===== config.mk =====
export PLATFORM = sky130hd
export DESIGN_NAME = ep_fifo_bridge
export DESIGN_NICKNAME = d
export VERILOG_FILES = /design/src/rtl/ep_fifo_bridge.sv
export SDC_FILE = /design/constraint.sdc
export NUM_CORES = 1
export LEC_CHECK = 0
export CAP_MARGIN = 20
export CORE_MARGIN = 4
export CORE_UTILIZATION = 30
export CTS_BUF_LIST = sky130_fd_sc_hd__clkbuf_4 sky130_fd_sc_hd__clkbuf_8
export DETAILED_ROUTE_END_ITERATION = 16
export DONT_BUFFER_PORTS = 1
export MAX_ROUTING_LAYER = met4
export PLACE_DENSITY = 0.53
export SYNTH_ARGS = -nofsm -noshare
export SYNTH_HDL_FRONTEND = slang
export SYNTH_SLANG_ARGS = --single-unit

===== constraint.sdc =====
create_clock -name clk -period 5.2 [get_ports clk]
set_input_delay 1.3 -clock clk [delete_from_list [all_inputs] [get_ports clk]]
set_output_delay 1.3 -clock clk [all_outputs]
set_load 0.05 [all_outputs]

===== src/rtl/ep_fifo_bridge.sv =====
module ep_fifo_bridge #(
  parameter int DEPTH      = 8,
  parameter int SETTLE_CYC = 12
) (
  input  logic       clk,
  input  logic       rst_n,
  input  logic       usb_rst,
  input  logic       cfg_we,
  input  logic [7:0] cfg_wdata,
  output logic [7:0] cfg_rdata,
  input  logic [1:0] dat_ep,
  input  logic       dat_we,
  input  logic       dat_re,
  input  logic [7:0] dat_wdata,
  output logic [7:0] dat_rdata,
  output logic       err,
  input  logic       usb_push,
  input  logic [1:0] usb_push_ep,
  input  logic [7:0] usb_push_data,
  input  logic       usb_push_setup,
  input  logic       usb_zlp,
  input  logic       usb_pop,
  input  logic [1:0] usb_pop_ep,
  output logic [7:0] usb_pop_data,
  output logic [2:0] ep_full,
  output logic [2:0] ep_empty,
  output logic       pkt_commit,
  output logic [1:0] pkt_commit_ep,
  output logic       pkt_commit_zero
);
  localparam int AW = $clog2(DEPTH);
  localparam int GW = $clog2(SETTLE_CYC + 1);
  localparam logic [GW-1:0] GAP_LOAD = GW'(SETTLE_CYC);

  logic          req, tx, clr, scmd, len0;
  logic [1:0]    sel;
  logic          wr_mode, done, wrote;
  logic [GW-1:0] gap;
  logic [3:0]    full4, empty4;
  logic [7:0]    head [4];

  wire req_rise  = cfg_we & cfg_wdata[0] & ~req;
  wire req_fall  = cfg_we & ~cfg_wdata[0] & req;
  wire sel_ok    = sel != 2'b11;
  wire ready     = req & ~done & (gap == '0) & sel_ok &
                   (wr_mode ? ~full4[sel] : ~empty4[sel]);
  wire hit       = dat_ep == sel;
  wire acc_rd    = dat_re & ~dat_we & ready & ~wr_mode & hit;
  wire acc_wr    = dat_we & ~dat_re & ready & wr_mode & hit;
  wire bad       = (dat_re | dat_we) & ~(acc_rd | acc_wr);
  wire setup_evt = usb_push & usb_push_setup;

  assign cfg_rdata    = {len0, ready, scmd, sel, clr, tx, req};
  assign full4[3]     = 1'b1;
  assign empty4[3]    = 1'b1;
  assign head[3]      = 8'h00;
  assign ep_full      = full4[2:0];
  assign ep_empty     = empty4[2:0];
  assign dat_rdata    = head[dat_ep];
  assign usb_pop_data = head[usb_pop_ep];

  always_ff @(posedge clk) begin
    if (!rst_n || usb_rst) begin
      req <= 1'b0; tx <= 1'b0; clr <= 1'b0; sel <= 2'b00;
      scmd <= 1'b0; len0 <= 1'b0;
      wr_mode <= 1'b0; done <= 1'b0; wrote <= 1'b0;
      gap <= '0; err <= 1'b0;
      pkt_commit <= 1'b0; pkt_commit_ep <= 2'b00; pkt_commit_zero <= 1'b0;
    end else begin
      if (cfg_we) begin
        req  <= cfg_wdata[0];
        tx   <= cfg_wdata[1];
        clr  <= cfg_wdata[2];
        sel  <= cfg_wdata[4:3];
        scmd <= (scmd & cfg_wdata[5]) | setup_evt;
        len0 <= (len0 & cfg_wdata[7]) | usb_zlp;
      end else begin
        scmd <= scmd | setup_evt;
        len0 <= len0 | usb_zlp;
      end

      if (req_rise) begin
        wr_mode <= cfg_wdata[1];
        done    <= 1'b0;
      end else if (cfg_we & ~cfg_wdata[0]) begin
        done <= 1'b0;
      end else if (cfg_we & req & (cfg_wdata[1] != wr_mode)) begin
        done <= 1'b1;
      end

      if (req_rise)    wrote <= 1'b0;
      else if (acc_wr) wrote <= 1'b1;

      if (req_rise | acc_rd | acc_wr) gap <= GAP_LOAD;
      else if (gap != '0)             gap <= gap - GW'(1);

      err        <= err | bad;
      pkt_commit <= req_fall & done & wr_mode;
      if (req_fall) begin
        pkt_commit_ep   <= sel;
        pkt_commit_zero <= ~wrote;
      end
    end
  end

  for (genvar e = 0; e < 3; e++) begin : g_ep
    localparam logic [1:0] ID = 2'(e);
    logic [AW:0] wp, rp;
    logic [7:0]  mem [DEPTH];

    wire m_wr  = acc_wr & (sel == ID);
    wire m_rd  = acc_rd & (sel == ID);
    wire u_wr  = usb_push & (usb_push_ep == ID) & ~full4[e] & ~m_wr;
    wire u_rd  = usb_pop & (usb_pop_ep == ID) & ~empty4[e] & ~m_rd;
    wire flush = clr & (sel == ID);

    assign full4[e]  = (wp[AW] != rp[AW]) && (wp[AW-1:0] == rp[AW-1:0]);
    assign empty4[e] = wp == rp;
    assign head[e]   = mem[rp[AW-1:0]];

    always_ff @(posedge clk) begin
      if (!rst_n || usb_rst || flush) begin
        wp <= '0;
        rp <= '0;
      end else begin
        if (m_wr | u_wr) wp <= wp + 1'b1;
        if (m_rd | u_rd) rp <= rp + 1'b1;
      end
    end

    always_ff @(posedge clk)
      if (m_wr | u_wr) mem[wp[AW-1:0]] <= m_wr ? dat_wdata : usb_push_data;

    p_no_push_full_r12: assert property (@(posedge clk) disable iff (!rst_n)
      full4[e] && !(m_rd | u_rd) && !usb_rst && !flush |=> full4[e]);
  end

  p_bus_reset_r11: assert property (@(posedge clk) disable iff (!rst_n)
    usb_rst |=> (cfg_rdata == 8'h00) && (ep_empty == 3'b111) && !err);

  p_ready_needs_req_r3: assert property (@(posedge clk) disable iff (!rst_n)
    cfg_rdata[6] |-> cfg_rdata[0]);

  p_gap_after_access_r4: assert property (@(posedge clk) disable iff (!rst_n)
    (acc_rd | acc_wr) && !cfg_we |=> !cfg_rdata[6]);

  p_sel3_idle_r2: assert property (@(posedge clk) disable iff (!rst_n)
    cfg_rdata[4:3] == 2'b11 |-> !cfg_rdata[6]);

  p_err_sticky_r7: assert property (@(posedge clk) disable iff (!rst_n)
    err && !usb_rst |=> err);

  p_setup_kept_r9: assert property (@(posedge clk) disable iff (!rst_n)
    cfg_rdata[5] && !usb_rst && !(cfg_we && !cfg_wdata[5]) |=> cfg_rdata[5]);

  p_commit_after_drop_r5: assert property (@(posedge clk) disable iff (!rst_n)
    pkt_commit |-> !cfg_rdata[0] && !cfg_rdata[1]);
endmodule


==> Word-level counts from Yosys, hierarchy flattened <==
Memories as Yosys holds them, arrays and structs flattened. A register that Yosys moved wholly into a read port is not among the register bits.
Cells that the tools add are included.
{ "classes": {"eq_ne": 18, "mux": 30, "order_cmp": 3, "reduce_logical": 17, "addsub": 7, "bitwise": 90} }
{ "op_table": {"columns": ["operator", "n"], "rows": [
  ["2-to-1 mux 8 bit", 7],
  ["bitwise AND 1 bit", 51],
  ["binary-select mux 8 bit (select 2 bit)", 2],
  ["adder 4 x 1 -> 4 bit (second input constant)", 6],
  ["NOT 1 bit", 22],
  ["2-to-1 mux 3 bit", 6],
  ["OR 1 bit", 15],
  ["== test 4 bit", 3],
  ["2-to-1 mux 1 bit", 11],
  ["== test 3 bit", 3],
  ["2-to-1 mux 4 bit", 2],
  ["== test 2 x 1 -> 1 bit (second input constant)", 3],
  ["== test 2 bit (second input constant)", 3],
  [">= comparator 3 bit (second input constant)", 2],
  ["logical NOT 2 bit", 3],
  ["NOT 2 -> 3 bit", 2],
  ["binary-select mux 1 bit (select 2 bit)", 2],
  ["logical NOT 4 bit", 1],
  ["logical OR 1 bit", 4],
  ["inequality test 1 bit", 4],
  ["nonzero test 4 bit", 1],
  ["OR reduction 2 bit", 2],
  ["subtractor 4 x 1 -> 4 bit (second input constant)", 1],
  ["logical AND 1 bit", 3],
  ["other kinds (6)", 6]
]} }
{ "word_totals": {"ramBits": 192, "output_inout_bits": 35, "ff_bits": 43, "memories": 3, "inputBits": 40} }
{ "memory_table": {"columns": ["name", "words", "word_bits", "read_ports", "rd_clocked_by_memory_dff", "write_ports", "line_no", "text"], "rows": [
  ["g_ep[0].mem", 8, 8, 1, 1, 1, "109", "logic [7:0] mem [DEPTH];"],
  ["g_ep[1].mem", 8, 8, 1, 1, 1, "109", null],
  ["g_ep[2].mem", 8, 8, 1, 1, 1, "109", null]
]} }

==> Logic depth before layout (Yosys ltp) <==
Gate-level depths: netlist of run 1.
{ "logic_depth": {"word_depth": 16, "ltp_mapped": 9} }

==> Least setup slack after synthesis of run 1 <==
Ideal clock, no wire load.
{ "synth_path": {"path_kind": "register -> output", "start": "register g_ep[0].wp[2]", "end": "output cfg_rdata[6]", "path_buffers": 2, "required_ns": 3.900, "path_stages_with_launch": 9, "slack_ns": 0.494, "arrival_time_ns": 3.406, "path_cell_list": "dfxtp_1 -> clkbuf_1 -> xor2_1 -> nor4b_1 -> mux2i_1 -> nor2_1 -> a211o_1 -> a221oi_1 -> buf_4"} }
{ "synth_between": {"word_cells_on_any_way": 11} }
{ "synth_lines": {"columns": ["element", "line_no", "text"], "rows": [
  ["from (decl)", "108", "logic [AW:0] wp, rp;"],
  ["from (signal assigned)", "126", "if (m_wr | u_wr) wp <= wp + 1'b1;"],
  ["== test 4 bit", "118", "assign empty4[e] = wp == rp;"],
  ["named net ep_empty[0]", "26", "output logic [2:0] ep_empty,"],
  ["binary-select mux 1 bit (select 2 bit)", "46", "(wr_mode ? ~full4[sel] : ~empty4[sel]);"],
  ["2-to-1 mux 1 bit (not written as such)", "46", null],
  ["NOT 1 bit", "46", null],
  ["2-to-1 mux 1 bit", "46", null],
  ["bitwise AND 1 bit", "45", "wire ready = req & ~done & (gap == '0) & sel_ok &"],
  ["to (decl)", "10", "output logic [7:0] cfg_rdata,"]
]} }
The timed path passes the listed nets, and every way through them passes these cells. The select of a mux whose other input is x is not followed.

==> results.ini, run 1 <==
[hold_path]
worstHoldStart=done
hold_end=pkt_commit
min_path_type=flip-flop to flip-flop
hold-path-cell-count=2

[placed_design]
dp_hpwl_microns=17160
finalWeightedCongestion=0.7903
io_buffers=0

[critical_path]
critical_path.cell_chain=buf_4 -> mux4_2 -> mux2i_1 -> nand2_1 -> o21ai_0 -> o22ai_1 -> buf_4
cp-start-kind=flip-flop
crit_path_max_incr_delay_ns=0.70
r2r_cells=6
required_ns=3.90
critPathMostFrequentCell=buf_4
setup.worst_path.class=flip-flop to primary output
critPathMaxFanout=9
slowest_stage=dfxtp_1
cp_data_arrival_time_ns=3.07
timing.rr.end=g_ep[0].mem[6][7]
r2r_slack_ns=1.55
cp-end-kind=primary output
r2r_start=sel[0]

[sta]
max_slew.worst_pin.slew_ns=0.9194
hold_violations=0
period_minus_slack_ns=4.371
fin_crit_sh_pct=84.05
clock_skew_ns=0.03338
maxSlewHeadroom_pct=38.63
tns_ns=0
grt_setup_unrepaired=false
setup_violations=0
slew_viol_final=0
max_freq_mhz=228.8

[floorplanning]
fp.dieW_microns=194.9
start_util_pct=30.40
core_area_sq_mm=0.03446
dieArea_sq_mm=0.03797
fp-row-count=68
die_y_microns=194.9
io-pin-count=75

[clock_tree]
path_clk_slew_ns=0.06
cts_hold_buf=0
postCtsSetupRepairBufs=0
clk-insertion-delay-late_ns=0.55
htree_levels=2
cts.sinks=244
root_buffer=clkbuf_8
clockBufferDepth=3
numCtsBuffers=42
tritoncts=built
postCtsResizedCells=0

[synthesis]
ys_top_cells_by_area=edfxtp_1, mux4_2, dfxtp_1
yosys_warnings=0
seq_area_frac_synth_pct=64.98
ys_async_sr_fraction_pct=0
syn-instance-count=693
syn_area_sq_mm=0.01048
ys_types=50
synth-edff-count=192
synth_nets=740
yosys_register_bits=244
synth_top_area_cell=edfxtp_1
synth_top_area_share_pct=55.04
synthFlopType=edfxtp_1
syn_area_per_cell_sq_um=15.12

[grt]
antenna_found_initial=0
grt_pass1_vias=6080
grt_start_max_net_pins=24
track_usage_pct=13.42
grt_pass1_wl_microns=37900
grt_overflow=0

[drt]
wl_microns=24730
first_pass_iters=4
drc_errors=0
vias_per_cell=4.842
drt_iter0_drc=398
wl_per_cell_microns=20.21
final_antenna_net_count=0
vias=5927

[power]
p_int_mw=3.194
ir_drop_v=0.0001873
p_clk_share_pct=43.8
p_per_area_mw_per_mm2=337.9
seqPwrFrac_pct=52.0
power.leakage_nw=3.923
swShare_pct=22.03
comb_power_share_pct=4.2
power.switching_mw=0.9021

[layout]
n_fill_cell=3321
final_util_pct=35.17
multiInputGateArea_sq_mm=0.003473
n_antenna_cell=0
syn_to_final_growth_pct=15.71
drive_above_1_share_pct=27.83
nets=786
regArea_sq_mm=0.006807

[run]
cap_violations=0

[status]
status=completed

## per-layer routing
metal / up-vias / global-route usage [%] / share of wire (%)
li1: 2781 / - / -
met1: 2953 / 17.45 / 44
met2: 160 / 21.75 / 49
met3: 33 / 2.999 / 6.0
met4: 0 / 3.000 / 1.2
met5: - / - / 0
## sequential cells by signal (all words and copies together) (netlist names), 2 cells and up, named ones only
signal,count
g_ep.wp,12
g_ep.rp,12
pkt_commit_ep,2
sel,2
gap,4
g_ep.mem,192
## cell families (layout without fill, tap and decap cells)
kind of cell | Yosys count | after routing | share of synthesized area (%)
fa+ha+maj | 7 | 7 | 0.8361
xor+xnor | 18 | 18 | 1.505
flops | 244 | 244 | 64.98
mux | 112 | 112 | 16.83
buf+inv | 57 | 133 | 2.401
simple gates | 157 | 157 | 7.788
compound gates | 98 | 98 | 5.662
## cell type report
class                   instances  share of cell area (%)
clock buffers                  62                   6.163
clock inverters                12                   1.012
inverters                      12                  0.3716
multi-input cells             392                   28.66
flip-flops and latches        244                   56.16
well taps                     455                   4.697
repair buffers                 47                   2.942
## synth_stat cells (all sizes together) (11+ instances only)
library cell	instances
mux4	48
mux2	33
nand2	39
clkbuf	21
o22ai	17
o21ai	34
a21oi	27
nand2b	12
buf	24
mux2i	31
inv	12
or3	11
nor2	43
nor3	12
xor2	14
edfxtp	192
dfxtp	52
## worst max-delay path by stage
| stage | start | to | slack (ns) | cells past startpoint |
|---|---|---|---|---|
| 2_1_floorplan | g_ep[0].wp[2] | cfg_rdata[6] | 0.49 | 8 |
| 3_3_place_gp | dat_ep[1] | g_ep[0].mem[2][0] | 1.01 | 6 |
| 3_5_place_dp | dat_ep[1] | g_ep[0].mem[6][4] | 0.93 | 6 |
| 4_1_cts | flip-flop | usb_pop_data[2] | 0.70 | 7 |
| 5_1_grt | flip-flop | usb_pop_data[2] | 0.54 | 7 |
| 6_report | flip-flop | usb_pop_data[3] | 0.83 | 7 |
## power groups by stage
| stage | combinational (mW) | sequential (mW) | clock (mW) |
|---|---|---|---|
| floorplan | 0.135 | 2.16 | 0 |
| global placement | 0.173 | 2.17 | 0 |
| detailed placement | 0.175 | 2.17 | 0 |
| CTS | 0.176 | 2.13 | 1.84 |
| global route | 0.189 | 2.13 | 1.94 |
| finish | 0.173 | 2.13 | 1.79 |
## through the flow
step                hold WS (ns)  setup WS, ns  cells  power, mW  cell area [sq um]
global placement          0.4438         1.008   1150      2.343              11250
detailed placement        0.4532        0.9258   1150      2.345              11250
CTS                       0.4607        0.6997   1224      4.146              12120
finish                    0.4593        0.8292   1224      4.096              12120
global route              0.5000        0.5391   1224      4.260              12120
floorplan                 0.4217        0.4944    693      2.297              10480
## cells in the final DEF (no fill, tap or decap), types with 2 or more instances in the layout
cell type,netlist,routed
a21oi_1,27,27
and3_1,2,2
clkinv_1,0,6
a211oi_1,2,2
nor2b_1,3,3
nand3_1,7,7
clkbuf_8,0,45
ha_1,7,7
o41ai_1,2,2
nor4_2,0,4
clkbuf_4,0,17
mux2i_1,31,31
nand2b_1,12,12
xor2_1,14,14
bufinv_16,0,2
nand3b_1,3,3
a31oi_1,3,3
nand2_1,39,39
or3_1,11,11
mux4_2,48,48
a21o_1,3,3
o21ai_0,34,34
or2_2,3,3
mux2_2,33,33
nor2_1,43,43
nor3b_1,6,6
nor3_1,12,12
xnor2_1,4,4
edfxtp_1,192,192
inv_1,12,12
nor4b_2,0,4
o22ai_1,17,17
dfxtp_1,52,52
buf_4,7,46
## worst max-delay path, delay by kind of cell (launching register included)
family,cells,cell delay [ns]
AOI/OAI and AO/OA,2,0.28
buffers and inverters,2,0.55
DFF,1,0.70
muxes,2,0.90
and+or+nand+nor,1,0.09
No activity file was read; power rests on OpenSTA's default activity.
==> run 2: changes to the inputs <==
--- a/config.mk
+++ b/config.mk
@@ -12,7 +12,7 @@
 export DETAILED_ROUTE_END_ITERATION = 16
 export DONT_BUFFER_PORTS = 1
 export MAX_ROUTING_LAYER = met4
-export PLACE_DENSITY = 0.53
+export PLACE_DENSITY = 0.54
 export SYNTH_ARGS = -nofsm -noshare
 export SYNTH_HDL_FRONTEND = slang
 export SYNTH_SLANG_ARGS = --single-unit
==> constraint.sdc (replaced) <==
create_clock -name clk -period 3.91 [get_ports clk]
set_input_delay 0.9775 -clock clk [delete_from_list [all_inputs] [get_ports clk]]
set_output_delay 0.9775 -clock clk [all_outputs]
set_load 0.05 [all_outputs]
==> run 2 against run 1 <==
  * Setup slack lost 0.62 ns
  * Via count is 0.29% higher
  * Hold slack better by 0.0060 ns
  * Critical path depth is the same
  * Largest power group unchanged
  * Sequential share of layout area fell by 0.81 points
  * Largest cell class unchanged
==> results.ini, run 2 (synthesis gave the netlist of run 1 again) <==
[status]
status=completed

[sta]
grt_setup_unrepaired=false
slew_viol_final=0  ; unchanged
clock_skew_ns=0.04525  ; +0.01187 ns
max_slew.worst_pin.slew_ns=0.8359  ; -0.08347 ns
tns_ns=0  ; unchanged
holdWs_ns=0.4652  ; +0.005965 ns
hold_violations=0  ; unchanged
max_freq_mhz=270.1
setup_violations=0  ; unchanged
period_minus_slack_ns=3.703
fin_crit_sh_pct=94.70
maxSlewHeadroom_pct=44.20  ; +5.6 points

[clock_tree]
root_buffer=clkbuf_8
path_clk_slew_ns=0.05  ; about the same
clockBufferDepth=3  ; unchanged
htree_levels=2  ; unchanged
tritoncts=built
cts.sinks=244  ; unchanged
clk-insertion-delay-late_ns=0.57  ; +0.02 ns
cts_hold_buf=0  ; unchanged
numCtsBuffers=42  ; unchanged

[layout]
nets=798  ; +1.5%
n_antenna_cell=0  ; unchanged
syn_to_final_growth_pct=17.40
final_common_cell=edfxtp_1
layout_common_cells=edfxtp_1, buf_4, dfxtp_1
n_fill_cell=3323  ; +0.060%
largest_reg_flops=192  ; unchanged
drive_above_1_share_pct=29.04  ; +1.2 points
fin_cells=1240  ; +1.3%
final_util_pct=35.69  ; +0.52 points

[grt]
antenna_found_initial=0  ; unchanged
track_usage_pct=13.45  ; +0.023 points
grt_pass1_wl_microns=38180  ; +0.73%
grt_util_met2_pct=20.88  ; -0.88 points
grt_use_met1_pct=17.72  ; +0.27 points
grt_overflow=0  ; unchanged
grt_start_max_net_pins=24  ; unchanged
grt.busiest_layer=met2
grt_use_met3_pct=3.779  ; +0.78 points
grt_pass1_vias=6167  ; +1.4%

[power]
swShare_pct=22.09  ; +0.065 points
power_mw=5.492  ; +34%
p_per_area_mw_per_mm2=446.5  ; +32%
seqPwrFrac_pct=51.5  ; -0.5 points
ir_drop_v=0.0002269  ; +21%
comb_power_share_pct=4.2  ; about the same
p_int_mw=4.278  ; +34%
power.leakage_nw=4.025  ; +2.6%
p_clk_share_pct=44.2  ; +0.4 points
power.switching_mw=1.213  ; +34%

[critical_path]
cp-end-kind=primary output
crit_path_max_incr_delay_ns=0.54  ; -0.16 ns
cp_data_arrival_time_ns=2.73  ; -0.34 ns
r2r_slack_ns=0.75  ; -0.80 ns
r2r_cells=9  ; +3
cp-start-kind=flip-flop
slowest_stage=mux4_2
critPathMostFrequentCell=buf_4
setup.worst_path.class=flip-flop to primary output
critPathMaxFanout=16  ; +7
critical_path.cell_chain=buf_4 -> mux4_2 -> mux2i_1 -> nand2_1 -> o21ai_0 -> o22ai_1 -> buf_4
required_ns=2.93  ; -0.97 ns

[drt]
vias_per_cell=4.794  ; -1.0%
drc_errors=0  ; unchanged
vias=5944  ; +0.29%
drt_iter0_drc=346  ; -13%
final_antenna_net_count=0  ; unchanged
wl_microns=25010  ; +1.1%
first_pass_iters=4  ; unchanged
wl_per_cell_microns=20.17  ; -0.17%

[run]
cap_violations=0  ; unchanged

[floorplanning]
io-pin-count=75  ; unchanged
core_area_sq_mm=0.03446  ; unchanged
fp.dieW_microns=194.9  ; unchanged
die_y_microns=194.9  ; unchanged
dieArea_sq_mm=0.03797  ; unchanged
start_util_pct=30.40  ; unchanged
fp-row-count=68  ; unchanged

[placed_design]
finalWeightedCongestion=0.7798  ; -1.3%
dp_hpwl_microns=17370  ; +1.3%
place_inst=1162  ; +1.0%
io_buffers=0  ; unchanged

[hold_path]
min_path_type=flip-flop to flip-flop
hold-path-cell-count=2  ; unchanged

[run 2: cell types whose count changed in the layout (fill, tap and decap cells not counted), sizes merged]
cell and delta:
buf +12, clkinv +9, clkbuf -6, bufinv +1
[run 2: worst max-delay path, delay by kind of cell, from the launching register on]
family	cells	cell delay (ns)
flip-flops	1	0.30
AO/OA/AOI/OAI	2	0.23
AND/OR/NAND/NOR	1	0.10
multiplexers	2	1.00
buffers and inverters	2	0.54
[run 2: final timing paths]
check                 start                end
hold reg to reg        done         pkt_commit
setup / recovery  flip-flop       dat_rdata[7]
hold / removal         done         pkt_commit
setup reg to reg     gap[0]  g_ep[0].mem[0][5]
[run 2: power by group through the flow]
stage / clock network (mW) / registers, mW / logic [mW]
finish: 2.43 / 2.83 / 0.233
global route: 2.65 / 2.83 / 0.253
CTS: 2.51 / 2.83 / 0.236
detailed placement: 0 / 2.88 / 0.236
global placement: 0 / 2.88 / 0.233
floorplan: 0 / 2.88 / 0.180
[run 2: routing by layer]
metal  vias to the layer above  part of all wire (%)
li1                       2798                     -
met1                      2954                    44
met4                         0                   1.4
met5                         -                     0
met3                        27                   7.9
met2                       165                    47
[run 2: cell type report]
class,instances,area (sq um),area share (%)
Timing Repair Buffer,59,442.9,3.602
Sequential cell,244,6807,55.35
Tap cell,455,569.3,4.629
Clock inverter,22,192.7,1.567
Clock buffer,56,708.2,5.758
Multi-Input combinational cell,392,3533,28.73
Inverter,12,45.04,0.3663
[run 2: what timing repair did]
item,in CTS,in global routing
endpoints found under the setup margin,0,1
setup buffers,0,0
resized for setup,0,3
[run 2: through the flow]
| step | instance area [sq um] | setup WS [ns] |
|---|---|---|
| finish | 12300 | 0.2071 |
| global route | 12300 | 0.002137 |
| CTS | 12280 | 0.1180 |
| detailed placement | 11370 | 0.5264 |
| global placement | 11370 | 0.5390 |
| floorplan | 10510 | 0.1851 |
==> run 3: changes to the inputs <==
--- a/config.mk
+++ b/config.mk
@@ -13,6 +13,7 @@
 export DONT_BUFFER_PORTS = 1
 export MAX_ROUTING_LAYER = met4
 export PLACE_DENSITY = 0.54
+export RECOVER_POWER = 50
 export SYNTH_ARGS = -nofsm -noshare
 export SYNTH_HDL_FRONTEND = slang
 export SYNTH_SLANG_ARGS = --single-unit
==> run 3 against run 2 <==
  * Global-route usage unchanged
  * Fmax up 0.27%
  * Hold slack about the same
  * Via count up 0.96%
  * Non-clock buffer count unchanged
  * Clock power about the same
  * Critical endpoint is now usb_pop_data[2]
  * Sequential share of layout area up 0.41 points
  * Cell count unchanged
  * Register-to-register slack worse by 0.33 ns
  * Combinational power down 2%
  * Flip-flop and latch count unchanged
==> results.ini, run 3 (synthesis gave the netlist of run 1 again) <==
[critical_path]
slowest_stage=mux4_2
critical_path_cell_count=7  ; unchanged
critical_path.cell_chain=buf_4 -> mux4_2 -> mux2i_1 -> nand2_1 -> o21ai_0 -> o22ai_1 -> buf_4
critPathMaxFanout=16  ; unchanged
cp-end-kind=primary output
timing.rr.end=g_ep[1].mem[0][7]
crit_path_max_incr_delay_ns=0.56  ; +0.02 ns
critPathMostFrequentCell=buf_4
r2r_start=gap[0]
r2r_cells=9  ; unchanged
crit_family=multiplexers
cp_data_arrival_time_ns=2.72  ; about the same
r2r_slack_ns=0.42  ; -0.33 ns
required_ns=2.93  ; about the same
timing.critical_path.buf_inv=2  ; unchanged
setup.worst_path.class=flip-flop to primary output
cp-start-kind=flip-flop

[power]
p_clk_share_pct=44.3  ; about the same
power.leakage_nw=3.943  ; -2.0%
seqPwrFrac_pct=51.6  ; about the same
swShare_pct=22.09  ; about the same
p_per_area_mw_per_mm2=449.5  ; +0.67%
power.switching_mw=1.212  ; about the same
ir_drop_v=0.0002250  ; -0.84%
p_int_mw=4.275  ; about the same
comb_power_share_pct=4.2  ; about the same

[grt]
grt_use_met1_pct=17.72  ; unchanged
track_usage_pct=13.45  ; unchanged
grt.busiest_layer=met2
grt_pass1_wl_microns=38180  ; unchanged
grt_pass1_vias=6167  ; unchanged
grt_util_met2_pct=20.88  ; unchanged
grt_overflow=0  ; unchanged
antenna_found_initial=0  ; unchanged
grt_use_met3_pct=3.779  ; unchanged
grt_start_max_net_pins=24  ; unchanged

[layout]
layout_common_cells=edfxtp_1, dfxtp_1, mux4_2
n_antenna_cell=0  ; unchanged
syn_to_final_growth_pct=16.53
largest_reg_flops=192  ; unchanged
drive_above_1_share_pct=24.59  ; -4.5 points
nets=798  ; unchanged
final_common_cell=edfxtp_1

[drt]
vias=6001  ; +0.96%
wl_microns=24990  ; about the same
final_antenna_net_count=0  ; unchanged
drc_errors=0  ; unchanged
vias_per_cell=4.840  ; +0.96%
wl_per_cell_microns=20.15  ; about the same
first_pass_iters=5  ; +1
drt_iter0_drc=361  ; +4.3%

[clock_tree]
htree_levels=2  ; unchanged
path_clk_slew_ns=0.05  ; about the same
cts.sinks=244  ; unchanged
root_buffer=clkbuf_8
postCtsSetupRepairBufs=0  ; unchanged
clockBufferDepth=3  ; unchanged
numCtsBuffers=42  ; unchanged
clk-insertion-delay-late_ns=0.57  ; about the same
tritoncts=built

[sta]
max_freq_mhz=270.8  ; +0.27%
setup_violations=0  ; unchanged
grt_setup_unrepaired=false
max_slew.worst_pin.slew_ns=0.8778  ; +0.04186 ns
slew_viol_final=0  ; unchanged
clock_skew_ns=0.04167  ; -0.003581 ns
period_minus_slack_ns=3.693  ; -0.01005 ns
fin_crit_sh_pct=94.45  ; -0.26 points
hold_violations=0  ; unchanged
tns_ns=0  ; unchanged
fin_ws_ns=0.2171  ; +0.01005 ns
maxSlewHeadroom_pct=41.48  ; -2.7 points

[floorplanning]
io-pin-count=75  ; unchanged
fp-row-count=68  ; unchanged
die_y_microns=194.9  ; unchanged
dieArea_sq_mm=0.03797  ; unchanged
core_area_sq_mm=0.03446  ; unchanged
start_util_pct=30.40  ; unchanged
fp.dieW_microns=194.9  ; unchanged

[hold_path]
hold_end=pkt_commit
hold-path-cell-count=2  ; unchanged
min_path_type=flip-flop to flip-flop
worstHoldStart=done

[run]
cap_violations=0  ; unchanged

[placed_design]
post-place-ws_ns=0.5264  ; unchanged
io_buffers=0  ; unchanged
finalWeightedCongestion=0.7798  ; unchanged
dp_hpwl_microns=17370  ; unchanged

[status]
status=completed

==> run 3: changes by cell type in the layout (fill, tap and decap cells not counted), sizes merged <==
cell and change:
clkbuf +19, buf -19
==> run 3: per-layer routing <==
layer  up-vias  wire length, microns
li1       2808                     -
met1      2991                 10970
met2       170                 11680
met3        32                  1953
met4         0                   381
met5         -                     0
==> run 3: through the flow <==
step / instances / power [mW] / util [%] / instance area [sq um] / hold WS (ns)
6_report: 1240 / 5.487 / 35.42 / 12210 / 0.4655
5_1_grt: 1240 / 5.725 / 35.42 / 12210 / 0.4931
4_1_cts: 1240 / 5.571 / 35.62 / 12280 / 0.4638
3_5_place_dp: 1162 / 3.120 / 33.01 / 11370 / 0.4500
3_3_place_gp: 1162 / 3.117 / 33.01 / 11370 / 0.4447
2_1_floorplan: 693 / 3.055 / - / 10510 / 0.4217
==> run 3: final cells by class <==
cell class	count	area, sq um
Fill cell	3336	22250
Timing Repair Buffer	59	371.6
Tap cell	455	569.3
Clock inverter	22	192.7
Clock buffer	56	708.2
Inverter	12	45.04
Multi-Input combinational cell	392	3513
Sequential cell	244	6807
==> run 3: worst min-delay path: stages, from the launching register on <==
cell and delay (ns):
dfxtp_1 0.32, nand2_1 0.06, nor3_1 0.04
==> run 3: what timing repair did <==
item | CTS | global route
hold buffers | 0 | 0
setup endpoints to repair | 0 | 1
gates resized for setup | 0 | 3
==> run 3: worst max path at each step <==
stage                             start           endpoint  slack, ns
after CTS                 g_ep[0].wp[1]       cfg_rdata[6]       0.12
after floorplan               dat_ep[1]  g_ep[2].mem[4][0]       0.19
after global placement        dat_ep[1]  g_ep[2].mem[7][5]       0.54
final                         flip-flop    usb_pop_data[2]       0.22
after global routing      g_ep[1].wp[1]       cfg_rdata[6]      0.003
after detailed placement      dat_ep[1]  g_ep[0].mem[0][4]       0.53
==> run 3: power by group through the flow <==
stage / Clock [mW] / Combinational, mW / Sequential (mW)
finish: 2.43 / 0.229 / 2.83
global route: 2.65 / 0.249 / 2.83
CTS: 2.51 / 0.236 / 2.83
detailed placement: 0 / 0.236 / 2.88
global placement: 0 / 0.233 / 2.88
floorplan: 0 / 0.180 / 2.88
